==> config.mk <==
export PLATFORM = sky130hd
export DESIGN_NAME = word_trigger_sel
export DESIGN_NICKNAME = d
export VERILOG_FILES = /design/src/rtl/wts_pkg.sv /design/src/rtl/wts_word_match.sv /design/src/rtl/wts_edge_src.sv /design/src/rtl/wts_push_filter.sv /design/src/rtl/word_trigger_sel.sv
export SDC_FILE = /design/constraint.sdc
export NUM_CORES = 1
export LEC_CHECK = 0
export ABC_AREA = 1
export BUFFER_PORTS_ARGS = -buffer_cell sky130_fd_sc_hd__buf_2
export CAP_MARGIN = 20
export CORE_ASPECT_RATIO = 0.9
export CORE_UTILIZATION = 39
export CTS_BUF_LIST = sky130_fd_sc_hd__clkbuf_8
export DETAILED_ROUTE_END_ITERATION = 8
export GPL_TIMING_DRIVEN = 0
export PLACE_DENSITY = 0.77
export SYNTH_ARGS = -nofsm -noshare
export SYNTH_HDL_FRONTEND = slang
export SYNTH_SLANG_ARGS = --single-unit
==> constraint.sdc <==
create_clock -name clk -period 2.7 [get_ports clk]
set_input_delay 0.405 -clock clk [delete_from_list [all_inputs] [get_ports clk]]
set_output_delay 0.405 -clock clk [all_outputs]
set_load 0.02 [all_outputs]
==> src/rtl/wts_pkg.sv <==
package wts_pkg;
    typedef enum logic [1:0] {
        SRC_EXT  = 2'd0,
        SRC_CH0  = 2'd1,
        SRC_WORD = 2'd2,
        SRC_MAN  = 2'd3
    } trig_src_e;

    typedef enum logic [1:0] {
        ST_IDLE  = 2'd0,
        ST_ARMED = 2'd1,
        ST_FIRED = 2'd2
    } arm_state_e;
endpackage

==> src/rtl/wts_word_match.sv <==
module wts_word_match #(
    parameter int WIDTH = 16
) (
    input  logic             clk,
    input  logic             rst_n,
    input  logic             stb,
    input  logic [WIDTH-1:0] data,
    input  logic             qual,
    input  logic [WIDTH-1:0] val,
    input  logic [WIDTH-1:0] care,
    input  logic             q_val,
    input  logic             q_care,
    output logic             hit
);
    logic [WIDTH-1:0] lane_ok;
    logic             q_ok;

    // one ternary comparator per data lane
    for (genvar i = 0; i < WIDTH; i++) begin : g_lane
        assign lane_ok[i] = ~care[i] | ~(data[i] ^ val[i]);
    end

    assign q_ok = ~q_care | ~(qual ^ q_val);

    always_ff @(posedge clk) begin
        if (!rst_n) hit <= 1'b0;
        else        hit <= stb & q_ok & (&lane_ok);
    end
endmodule

==> src/rtl/wts_edge_src.sv <==
module wts_edge_src (
    input  logic clk,
    input  logic rst_n,
    input  logic stb,
    input  logic bit0,
    input  logic ext,
    output logic ch0_evt,
    output logic ext_evt
);
    logic prev0;
    logic seen;
    logic ext_prev;

    // channel-0 edge is judged between consecutive strobed samples
    always_ff @(posedge clk) begin
        if (!rst_n) begin
            prev0   <= 1'b0;
            seen    <= 1'b0;
            ch0_evt <= 1'b0;
        end else begin
            ch0_evt <= stb & seen & bit0 & ~prev0;
            if (stb) begin
                prev0 <= bit0;
                seen  <= 1'b1;
            end
        end
    end

    always_ff @(posedge clk) begin
        if (!rst_n) begin
            ext_prev <= 1'b0;
            ext_evt  <= 1'b0;
        end else begin
            ext_prev <= ext;
            ext_evt  <= ext & ~ext_prev;
        end
    end
endmodule

==> src/rtl/wts_push_filter.sv <==
module wts_push_filter #(
    parameter int DEB_CYCLES = 16
) (
    input  logic clk,
    input  logic rst_n,
    input  logic raw,
    output logic press
);
    localparam int CW  = $clog2(DEB_CYCLES + 1);
    localparam logic [CW-1:0] LIM = CW'(DEB_CYCLES - 1);

    logic          s1, s2;
    logic          level;
    logic [CW-1:0] cnt;
    logic          accept;

    assign accept = (s2 != level) && (cnt == LIM);

    always_ff @(posedge clk) begin
        if (!rst_n) begin
            s1 <= 1'b0;
            s2 <= 1'b0;
        end else begin
            s1 <= raw;
            s2 <= s1;
        end
    end

    always_ff @(posedge clk) begin
        if (!rst_n) begin
            level <= 1'b0;
            cnt   <= '0;
            press <= 1'b0;
        end else begin
            press <= accept & s2;
            if (s2 == level) begin
                cnt <= '0;
            end else if (accept) begin
                level <= s2;
                cnt   <= '0;
            end else begin
                cnt <= cnt + 1'b1;
            end
        end
    end
endmodule

==> src/rtl/word_trigger_sel.sv <==
module word_trigger_sel
    import wts_pkg::*;
#(
    parameter int WIDTH      = 16,
    parameter int DEB_CYCLES = 16
) (
    input  logic             clk,
    input  logic             rst_n,
    input  logic             sample_stb,
    input  logic [WIDTH-1:0] data_in,
    input  logic             qual_in,
    input  logic [WIDTH-1:0] pat_val,
    input  logic [WIDTH-1:0] pat_care,
    input  logic             qual_val,
    input  logic             qual_care,
    input  logic [1:0]       src_sel,
    input  logic             ext_trig,
    input  logic             push_btn,
    input  logic             arm_req,
    output logic             trig_out,
    output logic             word_match_out
);
    logic       word_hit;
    logic       ch0_evt;
    logic       ext_evt;
    logic       man_evt;
    logic       sel_evt;
    arm_state_e state_q, state_d;

    wts_word_match #(.WIDTH(WIDTH)) u_match (
        .clk    (clk),
        .rst_n  (rst_n),
        .stb    (sample_stb),
        .data   (data_in),
        .qual   (qual_in),
        .val    (pat_val),
        .care   (pat_care),
        .q_val  (qual_val),
        .q_care (qual_care),
        .hit    (word_hit)
    );

    wts_edge_src u_edges (
        .clk     (clk),
        .rst_n   (rst_n),
        .stb     (sample_stb),
        .bit0    (data_in[0]),
        .ext     (ext_trig),
        .ch0_evt (ch0_evt),
        .ext_evt (ext_evt)
    );

    wts_push_filter #(.DEB_CYCLES(DEB_CYCLES)) u_push (
        .clk   (clk),
        .rst_n (rst_n),
        .raw   (push_btn),
        .press (man_evt)
    );

    assign word_match_out = word_hit;

    always_comb begin
        unique case (trig_src_e'(src_sel))
            SRC_EXT:  sel_evt = ext_evt;
            SRC_CH0:  sel_evt = ch0_evt;
            SRC_WORD: sel_evt = word_hit;
            SRC_MAN:  sel_evt = man_evt;
        endcase
    end

    // state register
    always_ff @(posedge clk) begin
        if (!rst_n) state_q <= ST_IDLE;
        else        state_q <= state_d;
    end

    // next state
    always_comb begin
        state_d = state_q;
        unique case (state_q)
            ST_IDLE:  if (arm_req) state_d = ST_ARMED;
            ST_ARMED: if (sel_evt) state_d = ST_FIRED;
            ST_FIRED: if (arm_req) state_d = ST_ARMED;
            default:  state_d = ST_IDLE;
        endcase
    end

    // outputs
    always_ff @(posedge clk) begin
        if (!rst_n) trig_out <= 1'b0;
        else        trig_out <= (state_q == ST_ARMED) && sel_evt;
    end
endmodule

=== Word level (Yosys, flattened, before mapping) ===
Cells that the tools add are included.

* Bits in registers: 18
* Bits of input ports: 59
* Word-level logic and storage cells: 116

* $add $sub $neg: 1
* Equal/unequal tests: 10
* Muxes and demuxes: 4
* Bitwise logic cells: 79
* Reductions and logical operators: 9

{| class="wikitable"
|+ Operators by type and width
! kind !! number
|-
| NOT 1 bit || 38
|-
| OR 1 bit || 17
|-
| bitwise XOR 1 bit || 17
|-
| AND reduction 16 bit || 1
|-
| AND 1 bit || 7
|-
| equality test 2 bit, second input constant || 3
|-
| adder 5 x 1 -> 5 bit, second input constant || 1
|-
| equality test 5 x 4 -> 1 bit, second input constant || 1
|-
| equality test 2 x 1 -> 1 bit, second input constant || 2
|-
| zero test 2 bit || 2
|-
| 2-to-1 mux 2 bit || 2
|-
| case mux 1 bit (4 select lines) || 1
|-
| case mux 2 bit (2 select lines) || 1
|-
| AND reduction 2 bit || 2
|-
| OR reduction 3 bit || 1
|-
| logical AND 1 bit || 2
|-
| inequality test 2 x 1 -> 1 bit, second input constant || 1
|-
| inequality test 2 bit, second input constant || 1
|-
| OR reduction 2 bit || 1
|-
| equality test 1 bit || 1
|-
| inequality test 1 bit || 1
|}

=== Depth between registers and ports, before layout ===
Gate-level depths: netlist of run 1.

* Word-level depth: 5
* Gate-level depth with buffers: 7
* Depth with buffers taken out: 7

=== Hierarchy ===
Synthesis of run 1 repeated with hierarchy kept, for this count alone.

* Cell total of the unflattened synthesis: 174
* Area, all modules: 1,069.8 um^2

{| class="wikitable"
|+ By module, submodules not included
! module !! instances !! cells each !! area an instance (um^2) !! sequential area each (um^2)
|-
| wts_word_match || 1 || 93 || 402.9 || 20.0
|-
| wts_push_filter || 1 || 41 || 349.1 || 180.2
|-
| word_trigger_sel || 1 || 23 || 162.7 || 60.1
|-
| wts_edge_src || 1 || 17 || 155.1 || 100.1
|}

=== Least setup slack after synthesis of run 1 ===
Ideal clock, no wire load.

* Path kind: reg-to-reg
* Start: register u_push.cnt[0]
* End: register u_push.cnt[2]
* Arrival time: 1.147 ns
* Slack: 1.481 ns
* Stages on the path, launching flop included: 8
* Buffers on the path: 0
* Clock period less this slack: 1.219 ns
* Cells stage by stage: dfxtp_1 -> ha_1 -> nand2_1 -> nor2_1 -> ha_1 -> inv_1 -> o211ai_2 -> nor3b_2

* Word-level cells in the longest chain between the ends: 3
* Elaborated cells on any way between the ends: 4

{| class="wikitable"
|+ Ends and longest elaborated chain
! element !! line !! source
|-
| start, declared || wts_push_filter.sv:14 || <nowiki>logic [CW-1:0] cnt;</nowiki>
|-
| start signal, assigned || wts_push_filter.sv:42 || <nowiki>cnt <= cnt + 1'b1;</nowiki>
|-
| branches (longest 3 deep; another with adder 5 x 1 -> 5 bit) || - ||
|}

Several ways; the timed one is not identified.
A chain may end at the register's enable or synchronous reset.

=== Worst setup path in the final report of run 1 ===
Ends and elaborated chain as after synthesis.

==> results.cfg, run 1 <==
[synth]
synth_compound_area_share_pct = 8.00
synth_mux_area_share_pct = 0
synth_cell_types = 17
avgSynthCellArea_um2 = 6.18
synth-seq-area-share_pct = 36.0
synth_top_family_by_area = simple AND/OR/NAND/NOR gates
syn_nets = 223
synth_area_um2 = 1000
synth_xor_xnor_area_share_pct = 0.875
syn-instance-count = 162
yosys.area_share.simple_pct = 39.5
ys_seq_elements = 18
synth_fa_ha_area_share_pct = 2.50
yosysWarnings = 0

[finish]
layout_commonest_cell = buf_2
final_layout_size_suffix_gt1_share_pct = 32.3
syn_to_final_growth_pct = 39.0
fill_cells = 245
final_nets = 288
layout_common_cells = 60 x buf_2, 51 x nand2_1, 34 x inv_1
n_antenna_cell = 0
final-seq-area_um2 = 360
multi_input_area_um2 = 509

[power]
p_comb_share_pct = 17.2
switching_power_w = 0.000133
power_frac_seq_pct = 46.9
clkPwrFrac_pct = 35.9
leakage_nw = 0.803
power_w = 0.000590
sw_frac_of_total_pct = 22.6
ir_worst_vdd_mv = 0.293
p_int_w = 0.000457
p_per_area_nw_per_um2 = 424

[route]
ant_nets = 0
drt-total-wl_um = 1980
firstDrtPassIters = 4
drcViolationCount = 0
num_vias = 1099
drt_iter0_markers = 26
wl_per_cell_um = 7.78
vias_per_cell = 4.33

[sta]
rsz0062_at_grt = false
slew_violations = 0
slew-limit-headroom_pct = 81.1
finalSetupViolCount = 0
setup_tns_ps = 0
fin_ws_ps = 1390
period_minus_slack_ps = 1310
skew_ps = 0.985
timing.final.crit_share_pct = 48.6
tightest_slew_ps = 282
timing.fmax_mhz = 763
hold_viol_final = 0

[worst_setup_path]
critPathTopFamily = adder cells
crit_type = register to register
critPathRequiredTime_ps = 2880
critPathSlowestCell = dfxtp_1
cp.arrival_ps = 1490
critical_path.startpoint = u_push.cnt[0]$_SDFF_PP0_
cp_num_buf_inv = 1
end_kind = register
rr_startpoint = u_push.cnt[0]$_SDFF_PP0_
crit_path_start_kind = register
critPathMaxFanout = 5
path_cells = ha_1 -> nand2_1 -> nor2_1 -> ha_1 -> inv_1 -> o211ai_2 -> nor3b_2
cp_common_cell = ha_1
slowest_delay_ps = 320

[floorplan]
core-area_um2 = 2450
num_rows = 17
die_area_um2 = 2770
pin_count = 61
die_h_um = 50.1
start_util_pct = 40.9
die_w_um = 55.4

[clocking]
cts_made_buffers = 3
cts_tree = done
cts.clk_slew.worst_paths_ps = 60
post_cts_resized = 0
cts_setup_buffers = 0
cts-hold-fix-buffers = 0
cts-root-buf = clkbuf_8
htreeDepth = 1
clkSinkCount = 18
clock_latency_ps = 240
cts_buffer_depth = 2

[global_routing]
grt_overflow = 0
grt_pass1_wl_um = 3710
grt_antenna_before_repair = 0
grt_pass1_vias = 1026
grt_usage_pct = 16.3
grt_max_degree = 11

[outcome]
status = finished, final reports clean

[place]
dp_slack_ps = 1390
dp_hpwl_um = 1700
gp_congestion = 0.661
portBuffers = 60

[run]
maxCapViolCount = 0

[hold_path]
min_from = push_btn
min-delay-path-class = input pin to register
-- synth_stat cells, drive strengths merged --
master	n	area, um^2
nand2	51	191
inv	35	131
dfxtp	18	360
nand3	18	90.1
nor2	17	63.8
a21oi	6	33.8
or2	5	31.3
o21ai	4	20.0
ha	2	25.0
o211ai	2	20.0
a31oi	1	6.26
nor3b	1	12.5
nor4	1	6.26
xor2	1	8.76
-- per-layer routing --
metal / vias up / routed length, um / track usage (%)
met5: - / 0 / 0
met4: 0 / 14 / 5.42
met3: 2 / 80 / 1.84
met2: 28 / 988 / 30.5
met1: 446 / 891 / 19.3
li1: 623 / - / -
-- area by class of cell --
class                           count  share of cell area (%)
Multi-Input combinational cell    109                    36.6
Sequential cell                    18                    25.9
Timing Repair Buffer               60                    21.6
Inverter                           35                    9.44
Clock buffer                        4                    3.96
Tap cell                           28                    2.52
-- power by group through the flow --
stage / clock network, W / logic [W] / registers (W)
floorplan: 0 / 0.0000481 / 0.000282
global placement: 0 / 0.000100 / 0.000282
detailed placement: 0 / 0.000103 / 0.000282
CTS: 0.000217 / 0.000103 / 0.000276
global route: 0.000231 / 0.000120 / 0.000277
finish: 0.000212 / 0.000102 / 0.000277
-- worst paths after layout --
path,endpoint,slack (ps),cells past startpoint
setup reg to reg,u_push.cnt[2]$_SDFF_PP0_,1390,7
hold / removal,u_push.s1$_SDFF_PN0_,340,3
setup / recovery,u_push.cnt[2]$_SDFF_PP0_,1390,7
hold reg to reg,u_edges.ext_evt$_SDFF_PN0_,380,1
-- state kept, by name (all words and copies together) (netlist names) --
| signal | flops |
|---|---|
| state_q | 2 |
| trig_out | 1 |
| u_edges.ch0_evt | 1 |
| u_edges.ext_evt | 1 |
| u_edges.ext_prev | 1 |
| u_edges.prev0 | 1 |
| u_edges.seen | 1 |
| u_match.hit | 1 |
| u_push.cnt | 5 |
| u_push.level | 1 |
| u_push.press | 1 |
| u_push.s1 | 1 |
| u_push.s2 | 1 |
-- worst reg2reg max path, cell delays in order (launching register included) --
cell and delay, ps:
dfxtp_1 320, ha_1 200, nand2_1 80, nor2_1 40, ha_1 190, inv_1 80, o211ai_2 150, nor3b_2 170
-- logic make-up (layout without fill, tap and decap cells) --
logic type / count (synthesis) / in the layout
compound gates: 13 / 13
flops: 18 / 18
simple gates: 93 / 93
xor+xnor: 1 / 1
buf+inv: 35 / 99
fa+ha+maj: 2 / 2
-- metrics by stage --
| step | instances | utilization (%) | area (um^2) | hold slack [ps] |
|---|---|---|---|---|
| after floorplan | 162 | - | 1000 | 368 |
| after global placement | 250 | 54.6 | 1340 | 371 |
| after detailed placement | 250 | 54.6 | 1340 | 375 |
| after CTS | 254 | 56.9 | 1390 | 339 |
| after global routing | 254 | 56.9 | 1390 | 336 |
| final | 254 | 56.9 | 1390 | 340 |
No activity file was read; power rests on OpenSTA's default activity.
==> inputs of run 2 (changes only) <==
==> constraint.sdc (replaced) <==
create_clock -name clk -period 1.3 [get_ports clk]
set_input_delay 0.195 -clock clk [delete_from_list [all_inputs] [get_ports clk]]
set_output_delay 0.195 -clock clk [all_outputs]
set_load 0.02 [all_outputs]
==> results.cfg, run 2 (synthesis gave the netlist of run 1 again) <==
[outcome]
status = finished, final reports clean

[global_routing]
grt_antenna_before_repair = 0
grt_pass1_wl_um = 3730
grt_pass1_vias = 1027
grt_max_degree = 11
grt_usage_pct = 16.4
grt_overflow = 0

[finish]
largest_register_ffs = 5
syn_to_final_growth_pct = 40.5
multi_input_area_um2 = 523
final_nets = 288
reg_top3 = u_push.cnt x5, state_q x2
top_register = u_push.cnt
final_layout_size_suffix_gt1_share_pct = 34.1
fill_cells = 245
final-seq-area_um2 = 362
n_antenna_cell = 0
layout_common_cells = 60 x buf_2, 51 x nand2_1, 33 x inv_1
layout_commonest_cell = buf_2

[clocking]
cts_made_buffers = 3
cts-hold-fix-buffers = 0
clkSinkCount = 18
cts-root-buf = clkbuf_8
cts_buffer_depth = 2
htreeDepth = 1
clock_latency_ps = 240
cts.clk_slew.worst_paths_ps = 60
cts_tree = done

[hold_path]
hold_depth = 3
min-delay-path-class = input pin to register

[floorplan]
core-area_um2 = 2450
die_h_um = 50.1
die_area_um2 = 2770
num_rows = 17
die_w_um = 55.4
start_util_pct = 40.9
pin_count = 61

[place]
gp_congestion = 0.661
dp_hpwl_um = 1700
dp_slack_ps = -10.6
portBuffers = 60

[worst_setup_path]
reg2reg_depth = 7
critPathRequiredTime_ps = 1430
crit_path_start_kind = register
critPathMaxFanout = 5
crit_type = register to register
end_kind = register
cp.arrival_ps = 1360

[sta]
finalSetupViolCount = 0
period_minus_slack_ps = 1230
tightest_slew_ps = 260
hold_viol_final = 0
timing.fmax_mhz = 813
skew_ps = 0.870
fin_ws_ps = 70.4
rsz0062_at_grt = false
slew_violations = 0
fin_hold_ws_ps = 131
slew-limit-headroom_pct = 82.5
timing.final.crit_share_pct = 94.6

[power]
leakage_nw = 0.800
ir_worst_vdd_mv = 0.612
power_w = 0.00123
p_per_area_nw_per_um2 = 872

[run]
maxCapViolCount = 0

[route]
drcViolationCount = 0
vias_per_cell = 4.35
ant_nets = 0
wl_per_cell_um = 8.15
firstDrtPassIters = 5
drt-total-wl_um = 2070
drt_iter0_markers = 30
num_vias = 1106
==> run 2: report_power, final <==
part | switching [W] | total [W] | internal [W]
logic | 0.0000990 | 0.000212 | 0.000113
registers | 0.00000746 | 0.000575 | 0.000568
clock network | 0.000170 | 0.000438 | 0.000268
total | 0.000277 | 0.00123 | 0.000949
==> run 2: metrics by stage <==
stage               setup TNS, ps  area (um^2)  utilization [%]  cells
floorplan                       0         1000                -    162
global placement                0         1340             54.6    250
detailed placement          -10.6         1340             54.6    250
CTS                             0         1400             57.2    254
global route                    0         1410             57.5    254
finish                          0         1410             57.5    254
==> run 2: area by class of cell <==
type / instances / area share [%]
well taps: 28 / 2.49
clock buffers: 4 / 3.91
repair buffers: 60 / 21.4
multi-input cells: 109 / 37.2
inverters: 35 / 9.34
flip-flops and latches: 18 / 25.7
==> run 2: routing by layer <==
metal	GRT usage, %	part of all wire, %	vias to the layer above	routed length (um)
li1	-	-	622	-
met1	19.5	44	454	907
met2	30.5	51	28	1070
met3	1.84	4.0	2	82
met4	5.42	0.68	0	14
met5	0	0	-	0
==> run 2: path summary, 6_finish.rpt <==
check                                                  end  slack [ps]                   startpoint
worst max-delay path              u_push.cnt[2]$_SDFF_PP0_          70     u_push.cnt[1]$_SDFF_PP0_
worst min-delay path                  u_push.s1$_SDFF_PN0_         130                     push_btn
worst max register to register    u_push.cnt[2]$_SDFF_PP0_          70     u_push.cnt[1]$_SDFF_PP0_
worst min register to register  u_edges.ext_evt$_SDFF_PN0_         380  u_edges.ext_prev$_SDFF_PN0_
==> run 2: worst max-delay path, stage by stage (launching register included) <==
cell	delay [ps]
dfxtp_1	350
ha_2	180
nand2_1	60
nor2_1	100
ha_2	200
inv_2	60
o211ai_4	110
nor3b_2	70
==> run 2: what timing repair did <==
item,CTS,global route
pin swaps,0,2
endpoints found under the setup margin,1,1
resized for setup,2,3
buffers inserted,0,0
==> inputs of run 3 (changes only) <==
--- a/config.mk
+++ b/config.mk
@@ -9,11 +9,11 @@
 export BUFFER_PORTS_ARGS = -buffer_cell sky130_fd_sc_hd__buf_2
 export CAP_MARGIN = 20
 export CORE_ASPECT_RATIO = 0.9
-export CORE_UTILIZATION = 39
+export CORE_UTILIZATION = 25
 export CTS_BUF_LIST = sky130_fd_sc_hd__clkbuf_8
 export DETAILED_ROUTE_END_ITERATION = 8
 export GPL_TIMING_DRIVEN = 0
-export PLACE_DENSITY = 0.77
+export PLACE_DENSITY = 0.54
 export SYNTH_ARGS = -nofsm -noshare
 export SYNTH_HDL_FRONTEND = slang
 export SYNTH_SLANG_ARGS = --single-unit
==> results.cfg, run 3 (synthesis gave the netlist of run 1 again) <==
[outcome]
status = finished, final reports clean

[power]
leakage_nw = 0.801
switching_power_w = 0.000282
p_per_area_nw_per_um2 = 855
p_comb_share_pct = 17.4
ir_worst_vdd_mv = 0.343
sw_frac_of_total_pct = 22.9
clkPwrFrac_pct = 35.9
p_int_w = 0.000950
power_frac_seq_pct = 46.7

[clocking]
cts_tree = done
clock_latency_ps = 250
cts-hold-fix-buffers = 0
cts_made_buffers = 3
cts_setup_buffers = 0
cts_buffer_depth = 2
htreeDepth = 1
clkSinkCount = 18
cts.clk_slew.worst_paths_ps = 60
cts-root-buf = clkbuf_8

[sta]
period_minus_slack_ps = 1190
fin_hold_ws_ps = 125
timing.final.crit_share_pct = 91.7
tightest_slew_ps = 227
timing.fmax_mhz = 839
skew_ps = 0.494
slew-limit-headroom_pct = 84.8
finalSetupViolCount = 0
hold_viol_final = 0
slew_violations = 0
rsz0062_at_grt = false

[hold_path]
min_from = push_btn
min-delay-path-class = input pin to register
min_to = u_push.s1$_SDFF_PN0_
hold_depth = 3

[global_routing]
grt_max_degree = 11
grt_antenna_before_repair = 0
grt_pass1_wl_um = 3640
grt_pass1_vias = 1027
grt_usage_pct = 11.1
grt_overflow = 0

[route]
drt-total-wl_um = 2040
firstDrtPassIters = 4
vias_per_cell = 4.05
num_vias = 1101
drt_iter0_markers = 29
wl_per_cell_um = 7.49
ant_nets = 0
drcViolationCount = 0

[floorplan]
die_h_um = 62.0
die_w_um = 68.7
pin_count = 61
start_util_pct = 26.5
die_area_um2 = 4260
num_rows = 21
core-area_um2 = 3780

[worst_setup_path]
end_kind = register
crit_type = register to register
r2r_slack_ps = 110
critPathMaxFanout = 5
rr_startpoint = u_push.cnt[0]$_SDFF_PP0_
reg2reg_depth = 7
r2r_end = u_push.cnt[2]$_SDFF_PP0_
cp.arrival_ps = 1370
crit_path_start_kind = register
critPathRequiredTime_ps = 1480

[finish]
n_antenna_cell = 0
final_area_um2 = 1440
layout_common_cells = 60 x buf_2, 50 x nand2_1, 33 x inv_1
syn_to_final_growth_pct = 44.0
stdcell_count = 272
fill_cells = 420
final_layout_size_suffix_gt1_share_pct = 34.5
largest_register_ffs = 5
final_nets = 288
reg_top3 = u_push.cnt x5, state_q x2
layout_commonest_cell = buf_2
top_register = u_push.cnt

[run]
maxCapViolCount = 0

[place]
gp_congestion = 0.720
place_inst = 268
portBuffers = 60
dp_hpwl_um = 1800
placed_area_um2 = 1360
## run 3: cell count changes in the layout (fill, tap and decap cells not counted)
cell | previous run | this run
ha_2 | 2 | 1
ha_4 | 0 | 1
nand2_1 | 51 | 50
nand2_2 | 0 | 1
## run 3: critical path, cell delays in order (launching register included)
cell and delay (ps):
dfxtp_2 340, ha_4 160, nand2_2 50, nor2_1 40
ha_2 180, inv_2 70, o211ai_4 100, nor3b_2 180
## run 3: final cells by class
cell class	count	area (um^2)	share of cell area, %
clock buffers	4	55.1	3.82
repair buffers	60	300	20.8
multi-input cells	109	536	37.2
well taps	46	57.6	3.99
inverters	35	131	9.11
flip-flops and latches	18	362	25.1
## run 3: stage by stage
step / setup slack [ps] / TNS, ps / util [%] / power (W)
final: 108 / 0 / 38.1 / 0.00123
after floorplan: 80.8 / 0 / - / 0.000686
after global routing: 6.72 / 0 / 38.1 / 0.00131
after detailed placement: -34.1 / -34.1 / 35.9 / 0.000803
after CTS: 8.08 / 0 / 37.6 / 0.00125
after global placement: -28.1 / -28.1 / 35.9 / 0.000798
## run 3: power groups by stage
stage                     Combinational [W]  Sequential (W)  Clock, W
after global routing               0.000253        0.000577  0.000479
final                              0.000214        0.000575  0.000443
after floorplan                    0.000100        0.000586         0
after global placement             0.000212        0.000586         0
after CTS                          0.000218        0.000574  0.000459
after detailed placement           0.000216        0.000587         0
## run 3: timing repair
| item | CTS | global route |
|---|---|---|
| gates cloned | 0 | 0 |
| resized for setup | 2 | 5 |
| endpoints found under the setup margin | 1 | 6 |
| pin swaps | 0 | 2 |
## run 3: how the worst max path moves through the flow
stage | startpoint | to | slack (ps) | cells past startpoint
floorplan | u_push.cnt[0]$_SDFF_PP0_ | u_push.cnt[2]$_SDFF_PP0_ | 80 | 7
global placement | u_push.cnt[0]$_SDFF_PP0_ | u_push.cnt[2]$_SDFF_PP0_ | -30 | 7
CTS | u_push.cnt[0]$_SDFF_PP0_ | u_push.cnt[2]$_SDFF_PP0_ | 8 | 7
global route | u_push.cnt[1]$_SDFF_PP0_ | u_push.cnt[2]$_SDFF_PP0_ | 7 | 7
finish | u_push.cnt[0]$_SDFF_PP0_ | u_push.cnt[2]$_SDFF_PP0_ | 110 | 7
detailed placement | u_push.cnt[0]$_SDFF_PP0_ | u_push.cnt[2]$_SDFF_PP0_ | -30 | 7
## run 3: metal layers
metal	vias up	GRT usage [%]	routed length [um]
met5	-	0	0
met4	0	3.21	0
met3	0	2.37	147
met2	36	19.7	943
met1	446	13.6	945
li1	619	-	-
